File: src/rtl/g711_pkg.sv
package g711_pkg;
  localparam int CODE_W = 8;
  localparam int LIN_W  = 16;
  localparam int SEG_W  = 3;
  localparam int MAN_W  = 4;
  // A-law keeps 13 significant linear bits, mu-law keeps 14
  localparam int A_SIG  = 13;
  localparam int MU_SIG = 14;
  localparam int A_DROP  = LIN_W - A_SIG;
  localparam int MU_DROP = LIN_W - MU_SIG;
  localparam logic [CODE_W-1:0] A_EVEN_FLIP = 8'h55;
  localparam int MU_BIAS = 33;
  localparam int MU_CLIP = 8159;

  typedef enum logic {LAW_A = 1'b0, LAW_MU = 1'b1} law_e;
endpackage

File: src/rtl/g711_expand.sv
module g711_expand
  import g711_pkg::*;
(
  input  logic              law_mu,
  input  logic [CODE_W-1:0] code,
  output logic [LIN_W-1:0]  lin
);
  logic [CODE_W-1:0] ca, cu;
  logic [LIN_W-1:0]  base_a, mag_a, mag_u;
  logic [SEG_W-1:0]  seg_a, seg_u;

  always_comb begin
    // A-law: restore even bits, then segment/mantissa to magnitude
    ca     = code ^ A_EVEN_FLIP;
    seg_a  = ca[6:4];
    base_a = LIN_W'({ca[3:0], 4'b0000}) + ((seg_a == '0) ? LIN_W'(8) : LIN_W'(16'h108));
    mag_a  = (seg_a <= 3'd1) ? base_a : (base_a << (seg_a - 3'd1));
    // mu-law: invert, build biased magnitude, remove bias
    cu     = ~code;
    seg_u  = cu[6:4];
    mag_u  = (LIN_W'({cu[3:0], 3'b000}) + LIN_W'(4 * MU_BIAS)) << seg_u;
    if (law_mu == LAW_MU)
      lin = cu[7] ? (LIN_W'(4 * MU_BIAS) - mag_u) : (mag_u - LIN_W'(4 * MU_BIAS));
    else
      lin = ca[7] ? mag_a : (LIN_W'(0) - mag_a);
  end
endmodule

File: src/rtl/g711_compress.sv
module g711_compress
  import g711_pkg::*;
(
  input  logic              law_mu,
  input  logic [LIN_W-1:0]  lin,
  output logic [CODE_W-1:0] code
);
  // A-law path
  logic [A_SIG-1:0]  pa;
  logic [A_SIG-2:0]  mag_a;
  logic [SEG_W-1:0]  seg_a;
  logic [MAN_W-1:0]  man_a;
  logic [CODE_W-1:0] code_a;
  // mu-law path
  logic [MU_SIG-1:0] pu;
  logic              neg_u;
  logic [MU_SIG:0]   mag_u;
  logic [MU_SIG-1:0] clip_u;
  logic [MU_SIG-1:0] bias_u;
  logic [SEG_W:0]    seg_u;
  logic [MAN_W-1:0]  man_u;
  logic [CODE_W-1:0] code_u;

  always_comb begin
    pa    = lin[LIN_W-1:A_DROP];
    mag_a = pa[A_SIG-1] ? ~pa[A_SIG-2:0] : pa[A_SIG-2:0];
    seg_a = '0;
    for (int i = 0; i < 7; i++)
      if (mag_a[5+i]) seg_a = SEG_W'(i + 1);
    if (seg_a < 3'd2) man_a = mag_a[4:1];
    else              man_a = MAN_W'(mag_a >> seg_a);
    code_a = {~pa[A_SIG-1], seg_a, man_a} ^ A_EVEN_FLIP;
  end

  always_comb begin
    pu     = lin[LIN_W-1:MU_DROP];
    neg_u  = pu[MU_SIG-1];
    mag_u  = neg_u ? ((MU_SIG+1)'(0) - {pu[MU_SIG-1], pu}) : {1'b0, pu};
    clip_u = (mag_u > (MU_SIG+1)'(MU_CLIP)) ? MU_SIG'(MU_CLIP) : mag_u[MU_SIG-1:0];
    bias_u = clip_u + MU_SIG'(MU_BIAS);
    seg_u  = '0;
    for (int i = 0; i < 8; i++)
      if (bias_u[6+i]) seg_u = (SEG_W+1)'(i + 1);
    man_u  = MAN_W'(bias_u >> (seg_u + 4'd1));
    if (seg_u[SEG_W])
      code_u = 8'h7F ^ (neg_u ? 8'h7F : 8'hFF);
    else
      code_u = {1'b0, seg_u[SEG_W-1:0], man_u} ^ (neg_u ? 8'h7F : 8'hFF);
  end

  assign code = (law_mu == LAW_MU) ? code_u : code_a;
endmodule

File: src/rtl/g711_hold.sv
module g711_hold #(
  parameter int W = 8
) (
  input  logic         clk,
  input  logic         rst_n,
  input  logic         in_valid,
  output logic         in_ready,
  input  logic [W-1:0] in_data,
  output logic         out_valid,
  input  logic         out_ready,
  output logic [W-1:0] out_data
);
  logic take;

  assign in_ready = !out_valid || out_ready;
  assign take     = in_valid && in_ready;

  always_ff @(posedge clk or negedge rst_n) begin
    if (!rst_n) begin
      out_valid <= 1'b0;
      out_data  <= '0;
    end else if (take) begin
      out_valid <= 1'b1;
      out_data  <= in_data;
    end else if (out_ready) begin
      out_valid <= 1'b0;
    end
  end
endmodule

File: src/rtl/g711_codec.sv
module g711_codec
  import g711_pkg::*;
(
  input  logic              clk,
  input  logic              rst_n,
  input  logic              law_mu,
  input  logic              exp_in_valid,
  output logic              exp_in_ready,
  input  logic [CODE_W-1:0] exp_in_code,
  output logic              exp_out_valid,
  input  logic              exp_out_ready,
  output logic [LIN_W-1:0]  exp_out_lin,
  input  logic              cmp_in_valid,
  output logic              cmp_in_ready,
  input  logic [LIN_W-1:0]  cmp_in_lin,
  output logic              cmp_out_valid,
  input  logic              cmp_out_ready,
  output logic [CODE_W-1:0] cmp_out_code
);
  logic [LIN_W-1:0]  exp_lin_c;
  logic [CODE_W-1:0] cmp_code_c;

  g711_expand u_expand (.law_mu(law_mu), .code(exp_in_code), .lin(exp_lin_c));

  g711_compress u_compress (.law_mu(law_mu), .lin(cmp_in_lin), .code(cmp_code_c));

  g711_hold #(.W(LIN_W)) u_exp_hold (
    .clk(clk), .rst_n(rst_n),
    .in_valid(exp_in_valid), .in_ready(exp_in_ready), .in_data(exp_lin_c),
    .out_valid(exp_out_valid), .out_ready(exp_out_ready), .out_data(exp_out_lin)
  );

  g711_hold #(.W(CODE_W)) u_cmp_hold (
    .clk(clk), .rst_n(rst_n),
    .in_valid(cmp_in_valid), .in_ready(cmp_in_ready), .in_data(cmp_code_c),
    .out_valid(cmp_out_valid), .out_ready(cmp_out_ready), .out_data(cmp_out_code)
  );
endmodule

File: config.mk
export PLATFORM = sky130hd
export DESIGN_NAME = g711_codec
export DESIGN_NICKNAME = d
export VERILOG_FILES = /design/src/rtl/g711_pkg.sv /design/src/rtl/g711_expand.sv /design/src/rtl/g711_compress.sv /design/src/rtl/g711_hold.sv /design/src/rtl/g711_codec.sv
export SDC_FILE = /design/constraint.sdc
export NUM_CORES = 1
export LEC_CHECK = 0
export ABC_CLOCK_PERIOD_IN_PS = 3000
export CELL_PAD_IN_SITES_DETAIL_PLACEMENT = 1
export CELL_PAD_IN_SITES_GLOBAL_PLACEMENT = 2
export CORE_MARGIN = 3
export CORE_UTILIZATION = 40
export CTS_CLUSTER_SIZE = 14
export DETAILED_ROUTE_END_ITERATION = 8
export DONT_BUFFER_PORTS = 1
export PLACE_DENSITY_LB_ADDON = 0.1
export SKIP_LAST_GASP = 1
export SLEW_MARGIN = 40
export SYNTH_ARGS = -nofsm -noshare
export SYNTH_HDL_FRONTEND = slang
export SYNTH_SLANG_ARGS = --single-unit
File: constraint.sdc
create_clock -name clk -period 3 [get_ports clk]
set_input_delay 0.3 -clock clk [delete_from_list [all_inputs] [get_ports clk]]
set_output_delay 0.3 -clock clk [all_outputs]
set_load 0.005 [all_outputs]
## After elaboration in Yosys (flattened, before gate mapping)

Index checks and enable logic that the tools add are counted.

- Register bits: 26
- Output and inout port bits: 28
- Logic and storage cells: 67

- Add/subtract/negate cells: 9
- Magnitude comparators: 3
- Shift operators: 4
- Multiplexer cells: 31
- Bitwise logic cells: 7
- Reduce and logical (&&, ||, !) cells: 9

Operators with widths:

| kind | count |
|---|---|
| 2-to-1 mux 16 bit | 4 |
| left shift 16 x 3 -> 16 bit | 2 |
| 2-to-1 mux 3 bit | 10 |
| 2-to-1 mux 8 bit | 3 |
| adder 8 x 16 -> 16 bit | 1 |
| subtractor 1 x 16 -> 16 bit, first input constant | 1 |
| subtractor 16 x 8 -> 16 bit, second input constant | 1 |
| subtractor 8 x 16 -> 16 bit, first input constant | 1 |
| greater-than comparator 15 x 13 -> 1 bit, second input constant | 1 |
| 2-to-1 mux 15 bit | 1 |
| subtractor 1 x 14 -> 15 bit, first input constant | 1 |
| adder 14 x 6 -> 14 bit, second input constant | 1 |
| 2-to-1 mux 14 bit | 1 |
| right shift 14 x 4 -> 4 bit | 1 |
| 2-to-1 mux 12 bit | 1 |
| inverter 12 bit | 1 |
| right shift 12 x 3 -> 4 bit | 1 |
| adder 7 x 8 -> 9 bit, second input constant | 1 |
| 2-to-1 mux 9 bit | 1 |
| 2-to-1 mux 4 bit | 2 |
| inverter 4 bit | 2 |
| inverter 8 bit | 1 |
| bitwise XOR 7 x 8 -> 8 bit | 1 |
| inverter 7 bit | 1 |
| 12 further kinds | 22 |

## Logic depth before layout (Yosys ltp)

Gate-level depths: netlist of run 1.

- Depth in word-level cells: 18
- Depth in mapped cells: 28

## Cells and area by module

From an unflattened synthesis of run 1, not the netlist that was laid out.

- Cell total of the unflattened synthesis: 622
- Area, all modules: 4969.8 sq um

Modules (own cells, without submodules):

| module | times used | cells each | area an instance (sq um) | seq. area each (sq um) |
|---|---|---|---|---|
| g711_compress | 1 | 309 | 2205.9 | 0.0 |
| g711_expand | 1 | 256 | 1682.9 | 0.0 |
| g711_hold at u_exp_hold | 1 | 37 | 695.7 | 425.4 |
| g711_hold at u_cmp_hold | 1 | 20 | 385.4 | 225.2 |

## Worst setup path before layout of run 1

No wires, ideal clock.

- Path type: in2reg
- Start point: in cmp_in_lin[2]
- End point: reg u_cmp_hold.out_data[2]
- Setup time: 0.132 ns
- Arrival time: 6.048 ns
- Data required time: 2.868 ns
- Slack: -3.180 ns
- Cell stages on the path: 27
- Buffers on the path: 4
- Cell sequence: buf_2 inv_1 ha_1 buf_2 or4b_4 o41ai_2 xnor2_1 nor3_1 a31oi_1 o211ai_1 ha_1 clkbuf_1 nand4b_1 a2111oi_1 xor2_1 o22ai_1 a21o_1 o21ai_2 inv_2 ha_1 buf_2 nor2_1 a21boi_2 nand3_4 mux2_4 a2111oi_1 nor2_1

- Longest elaborated chain between the ends: 18

RTL lines:

| item | line | text |
|---|---|---|
| from (decl) | g711_codec.sv:15 | `input logic [LIN_W-1:0] cmp_in_lin,` |
| subtractor 1 x 14 -> 15 bit | g711_compress.sv:38 | `mag_u = neg_u ? ((MU_SIG+1)'(0) - {pu[MU_SIG-1], pu}) : {1'b0, pu};` |
| 2-to-1 mux 15 bit * | g711_compress.sv:38 |  |
| greater-than comparator 15 x 13 -> 1 bit | g711_compress.sv:39 | `clip_u = (mag_u > (MU_SIG+1)'(MU_CLIP)) ? MU_SIG'(MU_CLIP) : mag_u[MU_SIG-1:0];` |
| 2-to-1 mux 14 bit * | g711_compress.sv:39 |  |
| adder 14 x 6 -> 14 bit * | g711_compress.sv:40 | `bias_u = clip_u + MU_SIG'(MU_BIAS);` |
| 2-to-1 mux 1 bit | g711_compress.sv:43 | `if (bias_u[6+i]) seg_u = (SEG_W+1)'(i + 1);` |
| 2-to-1 mux 2 bit (2 in a row) | g711_compress.sv:43 |  |
| 2-to-1 mux 3 bit (4 in a row) | g711_compress.sv:43 |  |
| 2-to-1 mux 4 bit | g711_compress.sv:43 |  |
| adder 4 x 1 -> 4 bit | g711_compress.sv:44 | `man_u = MAN_W'(bias_u >> (seg_u + 4'd1));` |
| right shift 14 x 4 -> 4 bit | g711_compress.sv:44 |  |
| bitwise XOR 7 x 8 -> 8 bit | g711_compress.sv:48 | `code_u = {1'b0, seg_u[SEG_W-1:0], man_u} ^ (neg_u ? 8'h7F : 8'hFF);` |
| 2-to-1 mux 8 bit * | g711_compress.sv:45 | `if (seg_u[SEG_W])` |
| 2-to-1 mux 8 bit * | g711_compress.sv:51 | `assign code = (law_mu == LAW_MU) ? code_u : code_a;` |
| to (signal assigned) | g711_hold.sv:24 | `out_data <= in_data;` |
| to (decl) | g711_hold.sv:11 | `output logic [W-1:0] out_data` |

Mark *: on every way between the ends. The rest lies on a longest branch, timed or not.
A chain may end at the register's enable or synchronous reset.

## Worst setup path after layout of run 1

- Start point: in cmp_in_lin[3]
- End point: reg u_cmp_hold.out_data[3]

- Longest elaborated chain between the ends: 18
- Elaborated cells between the ends (all ways): 22
- Classes of those cells: add/sub: 3; order compare: 1; shift: 2; mux: 14; bitwise: 2

RTL lines:

| item | line |
|---|---|
| subtractor 1 x 14 -> 15 bit | g711_compress.sv:38 |
| 2-to-1 mux 15 bit | g711_compress.sv:38 |
| greater-than comparator 15 x 13 -> 1 bit | g711_compress.sv:39 |
| 2-to-1 mux 14 bit | g711_compress.sv:39 |
| adder 14 x 6 -> 14 bit | g711_compress.sv:40 |
| 2-to-1 mux 1 bit | g711_compress.sv:43 |
| 2-to-1 mux 2 bit (2 in a row) | g711_compress.sv:43 |
| 2-to-1 mux 3 bit (4 in a row) | g711_compress.sv:43 |
| 2-to-1 mux 4 bit | g711_compress.sv:43 |
| adder 4 x 1 -> 4 bit | g711_compress.sv:44 |
| right shift 14 x 4 -> 4 bit | g711_compress.sv:44 |
| bitwise XOR 7 x 8 -> 8 bit | g711_compress.sv:48 |
| 2-to-1 mux 8 bit | g711_compress.sv:45 |
| 2-to-1 mux 8 bit * | g711_compress.sv:51 |

Marked as above.

==> results of run 1 <==
==> flip-flops by register name, indices dropped and copies added (netlist names) <==
register and cells:
u_cmp_hold.out_data 8, u_cmp_hold.out_valid 1, u_exp_hold.out_data 14, u_exp_hold.out_valid 1
==> cell usage in the layout (no fill, tap or decap), types with 8 or more instances in the layout <==
master,count
buf_4,132
nand2_1,70
nor2_1,50
o21ai_0,44
a21oi_1,44
xnor2_1,27
dfrtp_1,24
inv_1,21
mux2i_1,17
nor3_1,15
xor2_1,12
nand2b_1,12
a31oi_1,10
o211ai_1,9
nor2b_1,8
ha_1,8
==> logic make-up after synthesis <==
family	synth area share, %
buffers and inverters	7.104
other	0.08585
XOR/XNOR	8.823
adder cells (fa/ha/maj)	3.437
flip-flops	13.75
multiplexers	6.302
AO/OA/AOI/OAI	35.21
AND/OR/NAND/NOR	25.29
==> path summary, 6_finish.rpt <==
check                                                      end  slack, ns
max                         u_cmp_hold.out_data[3]$_DFFE_PN0P_      -1.86
min                         u_cmp_hold.out_data[4]$_DFFE_PN0P_       0.01
max reg2reg                 u_cmp_hold.out_data[2]$_DFFE_PN0P_       1.20
min reg2reg                u_exp_hold.out_data[15]$_DFFE_PN0P_       0.51
max in group asynchronous   u_exp_hold.out_data[4]$_DFFE_PN0P_       2.63
min in group clk              u_cmp_hold.out_valid$_DFFE_PN0P_       0.16
==> through the flow <==
step / utilization [%] / hold WS [ns] / area (sq um)
after CTS: 53.46 / 0.1489 / 5593
after detailed placement: 51.41 / 0.004934 / 5379
after global placement: 51.41 / 0.004949 / 5379
final: 56.97 / 0.01126 / 5961
after floorplan: - / 0.004409 / 4668
after global routing: 56.97 / 0.04437 / 5961
==> per-layer routing <==
layer | routed length [microns] | track usage [%] | vias up | share of wire (%)
li1 | - | - | 2495 | -
met1 | 8408 | 38.09 | 2573 | 47
met2 | 8341 | 43.49 | 154 | 46
met3 | 924 | 3.342 | 31 | 5.1
met4 | 385 | 5.583 | 0 | 2.1
met5 | 0 | 0 | - | 0
==> area by class of cell <==
type,count,area [sq um]
Fill cell,1305,4502
Inverter,27,161.4
Clock buffer,3,41.29
Multi-Input combinational cell,525,3923
Tap cell,136,170.2
Timing Repair Buffer,138,1065
Sequential cell,24,600.6
==> power by group through the flow <==
stage                     sequential (mW)  combinational [mW]  clock, mW
after floorplan                     0.431               0.837          0
after global placement              0.449                1.14          0
after detailed placement            0.453                1.19          0
after CTS                           0.446                1.25      0.183
after global routing                0.454                1.51      0.201
final                               0.445                1.41      0.183
==> repair_timing <==
item                                   in CTS  in global routing
setup endpoints to repair                   7                  7
pin swaps                                  21                 34
buffers inserted                           11                 19
resized for setup                          21                 46
hold buffers                                1                  0
endpoints found under the hold margin      24                  0
==> summary.md, run 1 <==
| Metric | Value |
|---|---|
| Dominant register cell in the synthesized netlist | dfrtp_1 |
| Yosys cell types | 94 |
| Slowest cell delay on critical path | 0.48 ns |
| Path depth of the worst reg2reg path | 7 |
| Inst Count DP | 822 |
| Commonest cells post-synth | 74 x nand2_1, 54 x nor2_1, 49 x a21oi_1, 49 x o21ai_0, 29 x xnor2_1 |
| Die ar. | 0.01221 sq mm |
| Via/cell ratio | 6.158 |
| Core footprint | 0.01046 sq mm |
| CTS Buffer Depth | 2 |
| Die height | 110.5 microns |
| Setup ws final | -1.856 ns |
| CP startpoint | cmp_in_lin[3] |
| Share of synthesized registers carrying an async set or reset | 100.0% |
| DR iter-0 viols | 296 |
| Combinational Power Share | 69.1% |
| Final min period | 4.856 ns |
| Gr usage total | 26.79% |
| Failing checks | negative setup slack |
| Drt total wl | 18060 microns |
| Share of layout cells above drive strength 1 | 30.96% |
| Power consumption | 2.034 mW |
| Hold crit path type | input pin to asynchronous set/reset pin |
| Final setup viols | 7 |
| Final std cells w/o fill | 853 |
| DP Worst Slack | -2.246 ns |
| Count leader, synth | nand2_1 |
| DR pass1 iterations | 4 |
| CP top delay family | compound AO/OA/AOI/OAI gates |
| Net Sw Power | 905.3 uW |
| Peak supply drop | 0.0002538 V |
| Fmax | 205.9 MHz |
| Worst path bufs/invs | 4 |
| Initial antenna violation count | 0 |
| Cell taking the most area after synthesis | dfrtp_1 |
| Grt ovf | 0 |
| DR vias | 5253 |
| Mapped Area | 0.004368 sq mm |
| Area contributors post-synth | dfrtp_1 14%, nand2_1 6.4%, xnor2_1 5.8% |
| Switching share of total power | 44.51% |
| Row cnt | 37 |
| H-tree depth | 1 |
| CTS tree | done |
| Final HPWL DP | 13420 microns |
| Post-route antenna net violation count | 0 |
| Leak | 2.507 nW |
| Synthesized instance count | 622 |
| Crit-path slowest cell | or4b_4 |
| Crit Path Category | input pin to flip-flop |
| Clk Latency, worst-skew pair | 0.26 ns |
| Reg-to-reg startpoint | u_cmp_hold.out_valid$_DFFE_PN0P_ |
| Worst-margin pin slew | 0.7453 ns |
| Startpoint types | input pin |
| Arrival time at the worst endpoint | 5.00 ns |
| Clock share of power | 9.0% |
| Synthesized flop and latch total | 24 |
| Synthesis-to-finish area growth | 36.47% |
| Syn Area/Cell | 7.022 sq um |
| Outcome | finished, violations left |
| Critical Path Fanout Max | 8 |
| Sum Neg Setup Slack | -9.920 ns |
| Clk slew on worst S/H paths | 0.08 ns |
| Top Ports | 59 |
| Drt drc | 0 |
| Endpoints failing hold | 0 |
| Worst Path Required | 3.14 ns |
| Cell internal pwr | 1.129 mW |
| Ant diodes | 0 |
| Root buffer cell | clkbuf_8 |
| Final net count | 762 |
| Largest net degree at the start of global routing | 37 |
| CTS Sinks | 24 |
| Max-cap viol count | 0 |
| Routed WL per cell | 21.17 microns |
| Max-slew violation count | 0 |
| Total CTS buffers | 3 |
| Initial Util | 41.75% |
| Worst rel slew slack | 50.19% |
| First-pass GRT wire length | 27780 microns |
| Port bufs | 0 |
| Top cell type's share of synthesized area | 13.75% |
| Final Skew | 0.005552 ns |
| RSZ-0062 raised after global routing | yes |
| Cell Pwr Density | 341.2 mW/mm^2 |
| Final period util | 161.9% |
| Register share of total power | 21.9% |
| Levels on crit path | 25 |
| Vias in the first global route | 5334 |
| Seq/Total Area, Yosys | 13.75% |
| Die X | 110.5 microns |
| EDFF count, synth | 0 |
| GP Congestion | 0.8996 |
| Crit path capture type | flip-flop |
| Syn. warnings | 0 |
No activity file was read; power rests on OpenSTA's default activity.
==> run 2: changes to the inputs <==
--- a/config.mk
+++ b/config.mk
@@ -15,4 +15,5 @@
 export DONT_BUFFER_PORTS = 1
 export PLACE_DENSITY_LB_ADDON = 0.1
+export SETUP_SLACK_MARGIN = 0.02
 export SKIP_LAST_GASP = 1
 export SLEW_MARGIN = 40
@@ -20,2 +21,3 @@
 export SYNTH_HDL_FRONTEND = slang
 export SYNTH_SLANG_ARGS = --single-unit
+export TNS_END_PERCENT = 5
==> constraint.sdc (replaced) <==
create_clock -name clk -period 3 [get_ports clk]
set_input_delay 0.45 -clock clk [delete_from_list [all_inputs] [get_ports clk]]
set_output_delay 0.45 -clock clk [all_outputs]
set_load 0.005 [all_outputs]
==> summary.md, run 2 (same netlist as run 1, synthesis figures left out) <==
| Metric | Value |
|---|---|
| Final net count | 748 |
| Worst Path Required | 3.14 ns |
| Synthesis-to-finish area growth | 27.21% |
| DP Worst Slack | -2.354 ns |
| Initial Util | 41.75% |
| Top Ports | 59 |
| CTS Buffer Depth | 2 |
| Inst Count DP | 827 |
| Cell internal pwr | 1.141 mW |
| Final min period | 4.841 ns |
| CTS Sinks | 24 |
| First-pass GRT wire length | 27520 microns |
| Crit Path Category | input pin to flip-flop |
| Row cnt | 37 |
| GP Congestion | 0.9206 |
| Initial antenna violation count | 0 |
| Via/cell ratio | 6.064 |
| DR pass1 iterations | 5 |
| Final std cells w/o fill | 840 |
| Clock share of power | 14.4% |
| Endpoints failing hold | 0 |
| Commonest non-fill, non-tap cell in the layout | buf_4 |
| Drt drc | 0 |
| Largest regs | u_exp_hold.out_data: 14 flops, u_cmp_hold.out_data: 8 flops |
| Net Sw Power | 832.8 uW |
| Grt ovf | 0 |
| Worst-margin pin slew | 0.7385 ns |
| Final Instance Area | 0.005557 sq mm |
| RSZ-0062 raised after global routing | yes |
| Final setup viols | 7 |
| Routed WL per cell | 19.98 microns |
| Drt total wl | 16780 microns |
| Hold crit path type | input pin to asynchronous set/reset pin |
| DR iter-0 viols | 322 |
| Setup ws final | -1.841 ns |
| Max FFs per register | 14 |
| Combinational Power Share | 63.0% |
| Crit path capture type | flip-flop |
| Die X | 110.5 microns |
| Placed Area | 0.005359 sq mm |
| Final HPWL DP | 13460 microns |
| Final Skew | 0.001697 ns |
| Vias in the first global route | 5264 |
| Worst rel slew slack | 50.65% |
| FILL cells | 1378 |
| CTS tree | done |
| Switching share of total power | 42.20% |
| Largest net degree at the start of global routing | 37 |
| Largest reg by FF count | u_exp_hold.out_data |
| Cell Pwr Density | 355.2 mW/mm^2 |
| Leak | 2.346 nW |
| Gr usage total | 26.28% |
| Area of the multi-input gates | 0.003680 sq mm |
| Most frequent cells in the layout | 123 x buf_4, 73 x nand2_1, 52 x nor2_1, 49 x a21oi_1, 48 x o21ai_0 |
| Fmax | 206.6 MHz |
| Core Util, Final | 53.11% |
| Share of layout cells above drive strength 1 | 25.99% |
| Outcome | finished, violations left |
| Register share of total power | 22.5% |
| H-tree depth | 1 |
| Core footprint | 0.01046 sq mm |
| Arrival time at the worst endpoint | 4.99 ns |
| Post-route antenna net violation count | 0 |
| Total CTS buffers | 3 |
| Max-cap viol count | 0 |
| Clk Latency, worst-skew pair | 0.27 ns |
| Storage cell area | 600.6 sq um |
| Ant diodes | 0 |
| Clk slew on worst S/H paths | 0.09 ns |
| Sum Neg Setup Slack | -10.23 ns |
| Failing checks | negative setup slack |
| Startpoint types | input pin |
| Root buffer cell | clkbuf_8 |
| Critical Path Fanout Max | 8 |
| Die height | 110.5 microns |
| DR vias | 5094 |
| Max-slew violation count | 0 |
| Port bufs | 0 |
| Peak supply drop | 0.0002867 V |
| Die ar. | 0.01221 sq mm |
| Final period util | 161.4% |
## run 2: cell types whose count changed in the layout (fill, tap and decap cells not counted), moves of 3 or more
| cell | delta |
|---|---|
| o21ai_1 | -3 |
| nand2_1 | +3 |
| a31oi_1 | +4 |
| buf_4 | -9 |
| o21ai_0 | +4 |
| a21oi_4 | -3 |
| a21oi_1 | +5 |
| nand2_2 | -3 |
| o41ai_4 | -3 |
| buf_6 | -3 |
## run 2: worst max-delay path: stages
cell and delay (ns):
inv_2 0.06, ha_4 0.13, or4b_4 0.48, o41ai_4 0.34
xnor2_2 0.19, nor3_4 0.07, a31oi_4 0.22, o211ai_1 0.13
ha_2 0.21, buf_4 0.14, buf_4 0.16, o32ai_4 0.35
mux2i_1 0.30, a31oi_1 0.11, buf_4 0.16, o21ai_4 0.15
inv_4 0.05, ha_4 0.18, nand2_2 0.07, a21boi_4 0.20
nand3_4 0.11, mux2_4 0.36, a2111oi_4 0.29, nor2_1 0.08
## run 2: what timing repair did
item,in CTS,in global routing
pin swaps,14,5
endpoints found under the hold margin,24,0
endpoints found under the setup margin,7,12
buffers inserted,7,1
resized for setup,8,6
hold buffers,1,0
## run 2: final timing paths
path | from | endpoint | slack (ns) | depth (start not counted)
worst max-delay path | cmp_in_lin[3] | u_cmp_hold.out_data[2]$_DFFE_PN0P_ | -1.84 | 24
min in group clk | exp_in_valid | u_exp_hold.out_valid$_DFFE_PN0P_ | 0.29 | 1
worst min-delay path | rst_n | u_exp_hold.out_data[7]$_DFFE_PN0P_ | 0.14 | 1
max in group asynchronous | rst_n | u_cmp_hold.out_data[4]$_DFFE_PN0P_ | 2.51 | 1
worst max register to register | u_cmp_hold.out_valid$_DFFE_PN0P_ | u_cmp_hold.out_data[2]$_DFFE_PN0P_ | 1.06 | 7
worst min register to register | u_exp_hold.out_data[3]$_DFFE_PN0P_ | u_exp_hold.out_data[3]$_DFFE_PN0P_ | 0.52 | 2
## run 2: cell type report
type | count | share of cell area (%)
tap | 136 | 3.062
sequential | 24 | 10.81
timing repair buffer | 124 | 16.71
multi-input combinational | 525 | 66.22
inverter | 27 | 1.914
clock inverter | 1 | 0.5404
clock buffer | 3 | 0.7431
## run 2: metal layers
metal	wire length (microns)	vias to the layer above	track usage, %
met1	8088	2510	37.88
met4	87	0	1.888
met3	766	10	3.233
met2	7841	102	43.81
met5	0	-	0
li1	-	2472	-
## run 2: metrics by stage
stage	hold WS, ns	total power, mW
6_report	0.1448	1.973
5_1_grt	0.1739	2.120
4_1_cts	0.2944	1.955
3_5_place_dp	0.1550	1.641
3_3_place_gp	0.1549	1.585
2_1_floorplan	0.1544	1.245
## run 2: power by group through the flow
stage / sequential [mW] / combinational, mW / clock (mW)
4_1_cts: 0.447 / 1.23 / 0.283
5_1_grt: 0.454 / 1.37 / 0.301
6_report: 0.444 / 1.24 / 0.285
3_5_place_dp: 0.453 / 1.19 / 0
3_3_place_gp: 0.448 / 1.14 / 0
2_1_floorplan: 0.431 / 0.814 / 0
==> run 3: changes to the inputs <==
Settings changed: SYNTH_HIERARCHICAL set to 1.
==> summary.md, run 3 <==
| Metric | Value |
|---|---|
| Largest family of logic cells by synthesized area | compound AO/OA/AOI/OAI gates |
| Synthesis-to-finish area growth | 26.03% |
| Clk Latency, worst-skew pair | 0.26 ns |
| Count leader, synth | nand2_1 |
| Die ar. | 0.01380 sq mm |
| Vias in the first global route | 5822 |
| First-pass GRT wire length | 30540 microns |
| Slowest cell delay on critical path | 0.48 ns |
| Post-route antenna net violation count | 0 |
| Max FFs per register | 16 |
| Die height | 117.5 microns |
| Synthesized instance count | 622 |
| Most frequent cells in the layout | 134 x buf_4, 53 x nand2_1, 46 x nor2_1, 35 x a21oi_1, 32 x o21ai_0 |
| Area of the multi-input gates | 0.004133 sq mm |
| Worst Path Required | 3.15 ns |
| Largest regs | u_exp_hold/out_data: 16 flops, u_cmp_hold/out_data: 8 flops |
| Drt drc | 0 |
| Largest net degree at the start of global routing | 39 |
| Area contributors post-synth | dfrtp_1 13%, mux2_4 5.7%, xnor2_1 4.9% |
| Cell Pwr Density | 357.8 mW/mm^2 |
| Leak | 2.627 nW |
| Max-cap viol count | 0 |
| Clk slew on worst S/H paths | 0.06 ns |
| Final HPWL DP | 14410 microns |
| DP Worst Slack | -2.310 ns |
| Storage cell area | 650.6 sq um |
| Root buffer cell | clkbuf_16 |
| Share of layout cells above drive strength 1 | 33.38% |
| Core footprint | 0.01206 sq mm |
| Inst Count DP | 873 |
| DR pass1 iterations | 4 |
| EDFF count, synth | 0 |
| H-tree depth | 1 |
| Share of synthesized registers carrying an async set or reset | 100.0% |
| Post-Synth Simple-Gate Area | 25.20% |
| Mapped Area | 0.004970 sq mm |
| Critical Path Fanout Max | 9 |
| Dominant register cell in the synthesized netlist | dfrtp_1 |
| Die X | 117.5 microns |
| Crit-path slowest cell | or4b_4 |
| Commonest cells post-synth | 54 x nand2_1, 48 x nor2_1, 35 x a21oi_1 |
| Synthesized flop and latch total | 26 |
| Synth Area in Adders | 3.273% |
| Via/cell ratio | 6.039 |
| Crit path capture type | flip-flop |
| Seq/Total Area, Yosys | 13.09% |
| Max-slew violation count | 0 |
| GP Congestion | 0.9129 |
| Yosys cell types | 105 |
| Final Instance Area | 0.006264 sq mm |
| RSZ-0062 raised after global routing | yes |
| Endpoints failing hold | 0 |
| CTS tree | done |
| Initial antenna violation count | 0 |
| Final setup viols | 7 |
| DR vias | 5357 |
| Top cell type's share of synthesized area | 13.09% |
| Port bufs | 0 |
| Mux share of post-synthesis cell area | 12.16% |
| Final min period | 5.008 ns |
| Routed WL per cell | 21.19 microns |
| Ant diodes | 0 |
| Syn Area/Cell | 7.990 sq um |
| Synth Area in XOR/XNOR | 7.931% |
| Commonest non-fill, non-tap cell in the layout | buf_4 |
| Worst rel slew slack | 49.11% |
| Final net count | 764 |
| Critical path's most frequent cell | buf_4 |
| Hold crit path type | input pin to flip-flop |
| FILL cells | 1467 |
| DR iter-0 viols | 225 |
| Complex-gate fraction of the synthesized area | 30.89% |
| Final period util | 166.9% |
| Placed Area | 0.005992 sq mm |
| Row cnt | 40 |
| Startpoint types | input pin |
| Syn. warnings | 6 |
| Outcome | finished, violations left |
| Core Util, Final | 51.93% |
| Worst-margin pin slew | 0.7618 ns |
| Top Ports | 59 |
| Initial Util | 41.20% |
| Failing checks | negative setup slack |
| Final std cells w/o fill | 887 |
| Grt ovf | 0 |
| Final Skew | 0.002404 ns |
| Drt total wl | 18790 microns |
| Crit Path Category | input pin to flip-flop |
| Fmax | 199.7 MHz |
| Cell taking the most area after synthesis | dfrtp_1 |
| Largest reg by FF count | u_exp_hold/out_data |
| CTS Sinks | 26 |
| CTS Buffer Depth | 2 |
| Arrival time at the worst endpoint | 5.16 ns |
| Peak supply drop | 0.0002333 V |
| Setup ws final | -2.008 ns |
| Gr usage total | 26.33% |
| Total CTS buffers | 3 |
[run 3: repair_timing]
item | 4_1_cts | 5_1_grt
hold endpoints to repair | 26 | 0
hold buffers | 2 | 0
gates resized for setup | 11 | 5
pin swaps | 10 | 5
buffers inserted | 5 | 3
endpoints found under the setup margin | 7 | 10
[run 3: through the flow]
stage,total power [mW],hold slack [ns],TNS (ns)
4_1_cts,2.216,0.2899,-10.46
5_1_grt,2.382,0.2873,-12.46
3_3_place_gp,1.734,0.1549,-11.39
3_5_place_dp,1.778,0.1548,-12.96
6_report,2.241,0.2924,-10.92
2_1_floorplan,1.375,0.1544,-13.64
[run 3: worst max-delay path, delay by kind of cell]
family,cells,cell delay [ns]
AOI/OAI and AO/OA,12,2.02
muxes,1,0.28
buffers and inverters,6,0.76
adders and majority gates,3,0.51
and+or+nand+nor,4,1.13
[run 3: worst paths after layout]
kind                                                          from                             endpoint  slack, ns  cells past startpoint
worst max-delay path                                 cmp_in_lin[3]   u_cmp_hold/out_data[2]$_DFFE_PN0P_      -2.01                     26
worst min-delay path                                  exp_in_valid     u_exp_hold/out_valid$_DFFE_PN0P_       0.29                      1
worst max register to register    u_exp_hold/out_valid$_DFFE_PN0P_  u_exp_hold/out_data[15]$_DFFE_PN0P_       1.77                      3
worst min register to register  u_exp_hold/out_data[5]$_DFFE_PN0P_   u_exp_hold/out_data[5]$_DFFE_PN0P_       0.54                      1
max in group asynchronous                                    rst_n  u_exp_hold/out_data[12]$_DFFE_PN0P_       2.21                      2
min in group asynchronous                                    rst_n   u_exp_hold/out_data[6]$_DFFE_PN0P_       0.64                      2
[run 3: routing by layer]
layer	part of all wire (%)	wire length [microns]	track usage, %
met3	2.8	525	3.075
met4	2.8	525	7.033
met5	0	0	0
met1	39	7309	28.98
met2	56	10430	52.67
[run 3: kinds of logic (layout without fill, tap and decap cells)]
family	Yosys count	after routing
flip-flops	26	26
multiplexers	47	47
AND/OR/NAND/NOR	221	221
AO/OA/AOI/OAI	199	199
adder cells (fa/ha/maj)	13	13
XOR/XNOR	45	45
other	1	2
buffers and inverters	70	166
[run 3: final cells by class]
| class | instances | share of cell area, % |
|---|---|---|
| clock buffer | 3 | 1.199 |
| tap | 168 | 3.356 |
| clock inverter | 1 | 0.4794 |
| timing repair buffer | 139 | 17.22 |
| sequential | 26 | 10.39 |
| multi-input combinational | 527 | 65.98 |
| inverter | 23 | 1.378 |
[run 3: report_power, final]
| part | internal [mW] | switching [mW] | total (mW) |
|---|---|---|---|
| Clock | 0.266 | 0.121 | 0.386 |
| Sequential | 0.434 | 0.0790 | 0.513 |
| Combinational | 0.679 | 0.663 | 1.34 |
| Total | 1.38 | 0.862 | 2.24 |
